**config.mk**
```make
export PLATFORM = sky130hd
export DESIGN_NAME = trig_side_sched
export DESIGN_NICKNAME = d
export VERILOG_FILES = /design/src/rtl/trig_side_pkg.sv /design/src/rtl/trig_side_dp.sv /design/src/rtl/trig_side_ctrl.sv /design/src/rtl/trig_side_sched.sv
export SDC_FILE = /design/constraint.sdc
export NUM_CORES = 1
export LEC_CHECK = 0
export CAP_MARGIN = 40
export CORE_AREA = 2 2 39 41
export DETAILED_ROUTE_END_ITERATION = 8
export DIE_AREA = 0 0 41 43
export SLEW_MARGIN = 20
export SYNTH_ARGS = -nofsm -noshare
export SYNTH_HDL_FRONTEND = slang
export SYNTH_SLANG_ARGS = --single-unit
```
**constraint.sdc**
```tcl
create_clock -name clk -period 1.15 [get_ports clk]
set_input_delay 0.1725 -clock clk [delete_from_list [all_inputs] [get_ports clk]]
set_output_delay 0.1725 -clock clk [all_outputs]
set_load 0.05 [all_outputs]
```
**src/rtl/trig_side_pkg.sv**
```systemverilog
package trig_side_pkg;

  typedef enum logic [1:0] {
    SYM_SYN = 2'd0,
    SYM_TRG = 2'd1,
    SYM_HDR = 2'd2
  } sym_e;

  // Strobes from control to datapath
  typedef struct packed {
    logic load;     // load a new symbol code at the slot boundary
    sym_e sel;      // symbol to load
    logic trgSlot;  // current slot carries a trigger
  } sched_strobe_t;

endpackage

```
**src/rtl/trig_side_dp.sv**
```systemverilog
module trig_side_dp
  import trig_side_pkg::*;
#(
  parameter int PAIR_W   = 2,
  parameter int SYM_W    = 6,
  parameter int FREE_MIN = 3,
  parameter logic [SYM_W-1:0] TRG_CODE = 6'b111000,
  parameter logic [SYM_W-1:0] HDR_CODE = 6'b000111,
  parameter logic [SYM_W-1:0] SYN_CODE = 6'b101010
) (
  input  logic              clk,
  input  logic              rstN,
  input  sched_strobe_t     ctl,
  output logic              hdrFree,
  output logic [PAIR_W-1:0] pairOut
);

  localparam int FREE_W = $clog2(FREE_MIN + 1);
  localparam logic [FREE_W-1:0] FREE_SAT = FREE_W'(FREE_MIN);

  logic [SYM_W-1:0]  shReg;
  logic [SYM_W-1:0]  codeSel;
  logic [FREE_W-1:0] freeCnt;
  logic [FREE_W-1:0] freeNow;

  always_comb begin
    case (ctl.sel)
      SYM_TRG: codeSel = TRG_CODE;
      SYM_HDR: codeSel = HDR_CODE;
      default: codeSel = SYN_CODE;
    endcase
  end

  // Symbol shift register: most significant pair leaves first
  always_ff @(posedge clk) begin
    if (!rstN)         shReg <= SYN_CODE;
    else if (ctl.load) shReg <= codeSel;
    else               shReg <= shReg << PAIR_W;
  end

  assign pairOut = shReg[SYM_W-1 -: PAIR_W];

  // Trigger-free cycle count, including the current cycle
  always_comb begin
    if (ctl.trgSlot)             freeNow = '0;
    else if (freeCnt >= FREE_SAT) freeNow = FREE_SAT;
    else                          freeNow = freeCnt + FREE_W'(1);
  end

  assign hdrFree = (freeNow >= FREE_SAT);

  always_ff @(posedge clk) begin
    if (!rstN) freeCnt <= '0;
    else       freeCnt <= freeNow;
  end

  // the first pair after a load is the top pair of the chosen code
  a_r2_first_pair: assert property (@(posedge clk) disable iff (!rstN)
    ctl.load |=> (pairOut == $past(codeSel[SYM_W-1 -: PAIR_W])));

  // a header starts only after enough trigger-free cycles
  a_r5_hdr_gap: assert property (@(posedge clk) disable iff (!rstN)
    (ctl.load && ctl.sel == SYM_HDR) |-> (!ctl.trgSlot && freeCnt >= FREE_SAT - FREE_W'(1)));

endmodule

```
**src/rtl/trig_side_ctrl.sv**
```systemverilog
module trig_side_ctrl
  import trig_side_pkg::*;
#(
  parameter int PAIR_W = 2,
  parameter int SYM_W  = 6
) (
  input  logic          clk,
  input  logic          rstN,
  input  logic          trigIn,
  input  logic          hdrReq,
  input  logic          hdrFree,
  output sched_strobe_t ctl,
  output logic          hdrGrant,
  output logic          busy,
  output logic          trigErr
);

  localparam int SLOT_LEN = SYM_W / PAIR_W;
  localparam int PH_W     = (SLOT_LEN > 1) ? $clog2(SLOT_LEN) : 1;
  localparam logic [PH_W-1:0] LAST_PH = PH_W'(SLOT_LEN - 1);

  logic [PH_W-1:0] ph;
  sym_e            curSym;
  sym_e            nextSym;
  logic            slotEnd;
  logic            grantNow;

  assign slotEnd  = (ph == LAST_PH);
  assign grantNow = slotEnd && (curSym == SYM_HDR);

  // Priority: trigger, then eligible header, then sync
  always_comb begin
    if (trigIn)                             nextSym = SYM_TRG;
    else if (hdrReq && !grantNow && hdrFree) nextSym = SYM_HDR;
    else                                    nextSym = SYM_SYN;
  end

  assign ctl.load    = slotEnd;
  assign ctl.sel     = nextSym;
  assign ctl.trgSlot = (curSym == SYM_TRG);

  always_ff @(posedge clk) begin
    if (!rstN) begin
      ph      <= '0;
      curSym  <= SYM_SYN;
      trigErr <= 1'b0;
    end else begin
      trigErr <= trigIn && !slotEnd;
      if (slotEnd) begin
        ph     <= '0;
        curSym <= nextSym;
      end else begin
        ph <= ph + PH_W'(1);
      end
    end
  end

  assign hdrGrant = grantNow;
  assign busy     = (curSym != SYM_SYN);

  // a boundary trigger opens a trigger slot in the next cycle
  a_r3_trig_latency: assert property (@(posedge clk) disable iff (!rstN)
    (trigIn && slotEnd) |=> (curSym == SYM_TRG && ph == '0));

  // a slot that has begun keeps its symbol to the end
  a_r8_no_cut: assert property (@(posedge clk) disable iff (!rstN)
    (ph != LAST_PH) |=> (curSym == $past(curSym)));

  // triggers come only at a slot end or inside a trigger slot
  a_r6_trig_legal: assert property (@(posedge clk) disable iff (!rstN)
    trigIn |-> (slotEnd || curSym == SYM_TRG));

  // a dropped trigger raises the error flag one cycle later
  a_r6_err_flag: assert property (@(posedge clk) disable iff (!rstN)
    (trigIn && !slotEnd) |=> trigErr);

  // the grant lasts exactly one cycle
  a_r7_grant_single: assert property (@(posedge clk) disable iff (!rstN)
    hdrGrant |=> !hdrGrant);

endmodule

```
**src/rtl/trig_side_sched.sv**
```systemverilog
module trig_side_sched
  import trig_side_pkg::*;
#(
  parameter int PAIR_W   = 2,
  parameter int SYM_W    = 6,
  parameter int FREE_MIN = 3,
  parameter logic [SYM_W-1:0] TRG_CODE = 6'b111000,
  parameter logic [SYM_W-1:0] HDR_CODE = 6'b000111,
  parameter logic [SYM_W-1:0] SYN_CODE = 6'b101010
) (
  input  logic              clk,
  input  logic              rstN,
  input  logic              trigIn,
  input  logic              hdrReq,
  output logic [PAIR_W-1:0] sideBits,
  output logic              hdrGrant,
  output logic              busy,
  output logic              trigErr
);

  sched_strobe_t ctl;
  logic          hdrFree;

  trig_side_ctrl #(
    .PAIR_W(PAIR_W),
    .SYM_W (SYM_W)
  ) uCtrl (
    .clk     (clk),
    .rstN    (rstN),
    .trigIn  (trigIn),
    .hdrReq  (hdrReq),
    .hdrFree (hdrFree),
    .ctl     (ctl),
    .hdrGrant(hdrGrant),
    .busy    (busy),
    .trigErr (trigErr)
  );

  trig_side_dp #(
    .PAIR_W  (PAIR_W),
    .SYM_W   (SYM_W),
    .FREE_MIN(FREE_MIN),
    .TRG_CODE(TRG_CODE),
    .HDR_CODE(HDR_CODE),
    .SYN_CODE(SYN_CODE)
  ) uDp (
    .clk    (clk),
    .rstN   (rstN),
    .ctl    (ctl),
    .hdrFree(hdrFree),
    .pairOut(sideBits)
  );

endmodule

```
==> flow_metrics.env, run 1 <==
export IMPL_run_status="finished with violations"
export IMPL_failed_checks="setup timing"
export IMPL_grt_antenna_before_repair=0
export IMPL_synth_compound_area_share_pct=14.5
export IMPL_p_per_area_mw_per_mm2=1480
export IMPL_synth_most_common_cell="dfxtp_1"
export IMPL_drv_cap=0
export IMPL_cp_max_fo=2
export IMPL_cts_tree="yes"
export IMPL_muxShareOfSynthArea_pct=0
export IMPL_clk_latency_ps=270
export IMPL_netlist_area_leader_share_pct=53.9
export IMPL_rsz0062_at_grt="yes"
export IMPL_clkPwrFrac_pct=25.4
export IMPL_synth_common_cells="dfxtp_1, nor2_1, inv_1, nand2_1, nand2b_1"
export IMPL_synth_simple_area_share_pct=21.0
export IMPL_hold_end="uDp.freeCnt[0]"
export IMPL_final_setup_worst_slack_ps=-110
export IMPL_synthDistinctLibCells=20
export IMPL_skew_ps=2.74
export IMPL_end_kind="output port"
export IMPL_drv_slew=0
export IMPL_synthArstFlopShare_pct=0
export IMPL_r2r_slack_ps=-50
export IMPL_fmax_mhz=793
export IMPL_period_share_pct=110
export IMPL_gp_congestion=0.712
export IMPL_cts_buffer_depth=2
export IMPL_p_seq_share_pct=49.3
export IMPL_synth_xor_area_share_pct=0
export IMPL_grt_pass1_wl_um=1350
export IMPL_cts_buffers_inserted=3
export IMPL_r2r_start="uCtrl.ph[0]"
export IMPL_swShare_pct=27.1
export IMPL_dr_pass1_iters=4
export IMPL_final_setup_viol_count=3
export IMPL_synth_seq_cells=13
export IMPL_grt_overflow_total=0
export IMPL_hold_viol=0
export IMPL_p_switching_w=0.000288
export IMPL_die_w_um=41
export IMPL_p_int_w=0.000775
export IMPL_port_buffers=8
export IMPL_syn_area_um2=483
export IMPL_yosysWarnings=0
export IMPL_start_util_pct=34.9
export IMPL_nNetsFinal=72
export IMPL_cp_arrival_ps=1090
export IMPL_die_h_um=43
export IMPL_grt_use_total_pct=12.0
export IMPL_p_leak_nw=0.304
export IMPL_tightestPinTransition_ps=274
export IMPL_synth_top_family_by_area="simple AND/OR/NAND/NOR gates"
export IMPL_reg2regPathDepth=6
export IMPL_synthFlopType="dfxtp_1"
export IMPL_rows=14
export IMPL_diodes=0
export IMPL_vias=369
export IMPL_cts_htree_levels=1
export IMPL_hold_start="uDp.freeCnt[0]"
export IMPL_total_power_w=0.00106
export IMPL_drt_initial_drc_count=7
export IMPL_combinationalPowerShare_pct=25.3
export IMPL_slew_headroom_pct=81.7
export IMPL_drc=0
export IMPL_avgRoutedWirePerCell_um=9.39
export IMPL_via_per_inst=4.50
export IMPL_ios=9
export IMPL_drive_gt1_share_pct=37.9
export IMPL_ys_seq_area_share_pct=53.9
export IMPL_critPathRequiredTime_ps=980
export IMPL_path_class="flop to output port"
export IMPL_yosys_top_cells_area="dfxtp_1, nor2_1, a211oi_4"
export IMPL_synth_nets=56
export IMPL_peakVddDrop_mv=0.677
export IMPL_hp_class="flop to flop"
export IMPL_synthAdderAreaFrac_pct=2.59
export IMPL_synth_edff_count=0
export IMPL_synth_largest_area_cell="dfxtp_1"
export IMPL_worstHoldPathCells=1
export IMPL_timing_final_crit_period_ps=1260
export IMPL_clk_pin_slew_ps=70
export IMPL_die_area_mm2=0.00176
export IMPL_dp_hpwl_um=549
export IMPL_syn_inst=51
export IMPL_area_delta_synth_final_pct=48.7
export IMPL_first_global_vias=355
export IMPL_core_mm2=0.00138
export IMPL_drt_total_wl_um=770
export IMPL_clock_sinks=13
export IMPL_start_kind="flop"
export IMPL_fin_util_pct=51.9
export IMPL_r2r_end="uCtrl.curSym[0]"
export IMPL_cts_root_buf="clkbuf_4"
export IMPL_postRouteAntennaNets=0
export IMPL_grt_max_degree=10
export IMPL_syn_area_per_cell_um2=9.47
[critical path, stage by stage, from the launching register on]
cell	delay, ps
dfxtp_2	330
inv_2	60
ha_4	130
and3_4	180
buf_12	130
[per-stage QoR]
step	setup slack [ps]	TNS (ps)	hold WS [ps]	instances	instance area (um^2)
global route	-146	-651	476	82	718
CTS	-114	-380	434	81	711
finish	-110	-210	433	82	718
detailed placement	-148	-760	420	74	633
global placement	-147	-691	401	74	633
floorplan	10.2	0	285	51	487
[flip-flops by register name, summed over array words and instances (netlist names)]
signal         flops
uDp.freeCnt        2
uCtrl.trigErr      1
uCtrl.ph           2
uCtrl.curSym       2
uDp.shReg          6
[metal layers]
metal  vias to the layer above  wire [um]  global-route usage (%)
met3                         4         46                    3.66
met4                         0         24                    10.0
met2                        10        361                    18.1
met5                         -          0                       0
li1                        189          -                       -
met1                       166        337                    12.6
[cells by family after synthesis]
kind of cell	Yosys count
simple gates	20
compound gates	9
fa+ha+maj	1
flops	13
buf+inv	8
[area by class of cell]
class | count | area, um^2
repair buffers | 15 | 183
clock buffers | 4 | 26.3
fillers | 134 | 666
multi-input cells | 30 | 209
flip-flops and latches | 13 | 265
inverters | 4 | 15.0
well taps | 16 | 20.0
[power groups by stage]
stage               Sequential, W  Clock (W)  Combinational, W
floorplan                0.000530          0          0.000128
global placement         0.000525          0          0.000219
detailed placement       0.000527          0          0.000220
CTS                      0.000524   0.000277          0.000260
global route             0.000529   0.000296          0.000294
finish                   0.000525   0.000270          0.000269
[placed cells by master (no fill, tap or decap)]
cell,Yosys,layout
a211oi_4,1,1
a21boi_1,0,2
a21oi_1,1,1
and2_1,1,1
and3_4,0,1
buf_12,0,5
buf_4,2,7
clkbuf_1,1,1
clkbuf_4,0,3
clkdlybuf4s50_1,0,3
dfxtp_1,13,9
dfxtp_2,0,4
ha_4,0,1
inv_1,4,3
inv_2,0,1
nand2_1,4,4
nand2b_1,3,2
nand2b_4,0,1
nor2_1,7,7
nor2b_1,2,2
o21a_1,2,2
o21ai_0,2,1
o21ai_1,1,2
or2_4,1,1
or2b_1,1,1
[how the worst max path moves through the flow]
stage	to	start	slack (ps)	depth (start not counted)
after floorplan	uDp.shReg[5]	uCtrl.ph[0]	10	6
after global placement	uDp.shReg[5]	trigIn	-150	4
after detailed placement	uDp.shReg[5]	trigIn	-150	4
after CTS	hdrGrant	uCtrl.ph[0]	-110	4
after global routing	hdrGrant	uCtrl.ph[0]	-150	4
final	hdrGrant	uCtrl.ph[0]	-110	4
[what timing repair did]
item / in CTS / in global routing
pin swaps: 9 / 2
endpoints found under the setup margin: 9 / 9
resized for setup: 12 / 0
hold buffers: 0 / 0
setup buffers: 3 / 1
No activity file was read; power rests on OpenSTA's default activity.
==> run 2: changes to the inputs <==
- DONT_BUFFER_PORTS: unset -> 1
==> run 2 against run 1 <==
Compared with the run above:
- the run still ends with setup timing left
- core utilization is 8.8 points lower
- power is 5.7% lower
- combinational power fell by 32%
- cell area fell by 17%
- setup slack improved by 18 ps
- non-clock buffer count down 8
- final cell count down 9.8%
==> flow_metrics.env, run 2 (same netlist as run 1, synthesis figures left out) <==
export IMPL_drt_initial_drc_count=2
export IMPL_layout_commonest_cell="dfxtp_1"
export IMPL_drv_slew=0
export IMPL_clock_sinks=13
export IMPL_hold_viol=0
export IMPL_ios=9
export IMPL_drt_total_wl_um=777
export IMPL_rows=14
export IMPL_multi_input_area_um2=209
export IMPL_die_w_um=41
export IMPL_cp_arrival_ps=1070
export IMPL_failed_checks="setup timing"
export IMPL_seqCellArea_um2=265
export IMPL_drc=0
export IMPL_avgRoutedWirePerCell_um=10.5
export IMPL_start_kind="flop"
export IMPL_period_share_pct=108
export IMPL_nFillCells=140
export IMPL_final_setup_worst_slack_ps=-92.0
export IMPL_nNetsFinal=64
export IMPL_cts_root_buf="clkbuf_4"
export IMPL_largest_reg_flops=6
export IMPL_cp_max_fo=4
export IMPL_diodes=0
export IMPL_p_per_area_mw_per_mm2=1680
export IMPL_die_area_mm2=0.00176
export IMPL_die_h_um=43
export IMPL_regMostFlops="uDp.shReg"
export IMPL_grt_pass1_wl_um=1260
export IMPL_stdcell_area_um2=597
export IMPL_final_setup_viol_count=7
export IMPL_dp_hpwl_um=491
export IMPL_path_class="flop to output port"
export IMPL_drv_cap=0
export IMPL_peakVddDrop_mv=0.659
export IMPL_grt_use_total_pct=11.3
export IMPL_postRouteAntennaNets=0
export IMPL_cts_htree_levels=1
export IMPL_hp_class="primary input to flop"
export IMPL_via_per_inst=4.34
export IMPL_place_ws_ps=-96.7
export IMPL_core_mm2=0.00138
export IMPL_port_buffers=0
export IMPL_cts_buffer_depth=2
export IMPL_cts_tree="yes"
export IMPL_post_dp_cell_area_um2=495
export IMPL_critPathRequiredTime_ps=980
export IMPL_fin_util_pct=43.1
export IMPL_gp_congestion=0.688
export IMPL_timing_final_crit_period_ps=1240
export IMPL_end_kind="output port"
export IMPL_tightestPinTransition_ps=469
export IMPL_mostFrequentLayoutCells="dfxtp_1, nor2_1, nand2_1, buf_4, dfxtp_2"
export IMPL_cts_buffers_inserted=3
export IMPL_fmax_mhz=805
export IMPL_run_status="finished with violations"
export IMPL_area_delta_synth_final_pct=23.6
export IMPL_clk_latency_ps=270
export IMPL_slew_headroom_pct=68.7
export IMPL_dr_pass1_iters=2
export IMPL_start_util_pct=34.9
export IMPL_drive_gt1_share_pct=31.0
export IMPL_rsz0062_at_grt="yes"
export IMPL_p_leak_nw=0.248
export IMPL_grt_overflow_total=0
export IMPL_first_global_vias=314
export IMPL_grt_max_degree=9
export IMPL_grt_antenna_before_repair=0
export IMPL_vias=321
export IMPL_clk_pin_slew_ps=80
export IMPL_skew_ps=4.12
## run 2: cell count changes in the layout (fill, tap and decap cells not counted), sizes merged
cell | previous run | this run
buf | 12 | 5
clkdlybuf4s50 | 3 | 0
dlygate4sd3 | 0 | 2
## run 2: area by class of cell
cell class | instances | area share (%)
Inverter | 4 | 2.52
Multi-Input combinational cell | 30 | 35.0
Sequential cell | 13 | 44.4
Clock buffer | 4 | 4.40
Timing Repair Buffer | 7 | 10.3
Tap cell | 16 | 3.35
## run 2: stage by stage
| stage | power [W] | setup TNS [ps] | hold slack [ps] | cells |
|---|---|---|---|---|
| 2_1_floorplan | 0.000657 | 0 | 285 | 51 |
| 3_3_place_gp | 0.000671 | -121 | 239 | 65 |
| 3_5_place_dp | 0.000672 | -317 | 241 | 65 |
| 4_1_cts | 0.000994 | -172 | 5.08 | 72 |
| 5_1_grt | 0.00107 | -639 | 1.89 | 74 |
| 6_report | 0.00100 | -356 | 15.4 | 74 |
## run 2: worst paths after layout
path	start	end	slack, ps	depth (start not counted)
setup / recovery	uCtrl.ph[0]	hdrGrant	-90	3
hold / removal	rstN	uDp.shReg[2]	20	1
setup reg to reg	uCtrl.ph[0]	uDp.shReg[0]	-70	6
hold reg to reg	uCtrl.ph[0]	uCtrl.ph[0]	410	1
## run 2: report_power, final
| part | internal (W) | switching [W] | total [W] | leakage (nW) |
|---|---|---|---|---|
| Clock | 0.000134 | 0.000137 | 0.000271 | 0.0150 |
| Combinational | 0.0000964 | 0.0000856 | 0.000182 | 0.124 |
| Sequential | 0.000498 | 0.0000519 | 0.000550 | 0.109 |
| Total | 0.000728 | 0.000274 | 0.00100 | 0.248 |
## run 2: timing repair
item | CTS | global route
hold buffers | 2 | 0
setup buffers | 1 | 2
resized for setup | 9 | 4
setup endpoints to repair | 8 | 5
pin swaps | 2 | 7
endpoints found under the hold margin | 4 | 0
## run 2: per-layer routing
metal	wire length, um	vias to the layer above	GRT usage (%)
li1	-	170	-
met1	386	139	13.2
met2	334	12	14.7
met3	56	0	6.81
met4	0	0	8.00
met5	0	-	0
## run 2: worst max-delay path, cell delays in order, from the launching register on
cell	delay, ps
dfxtp_2	330
inv_2	60
ha_4	140
and3_4	280
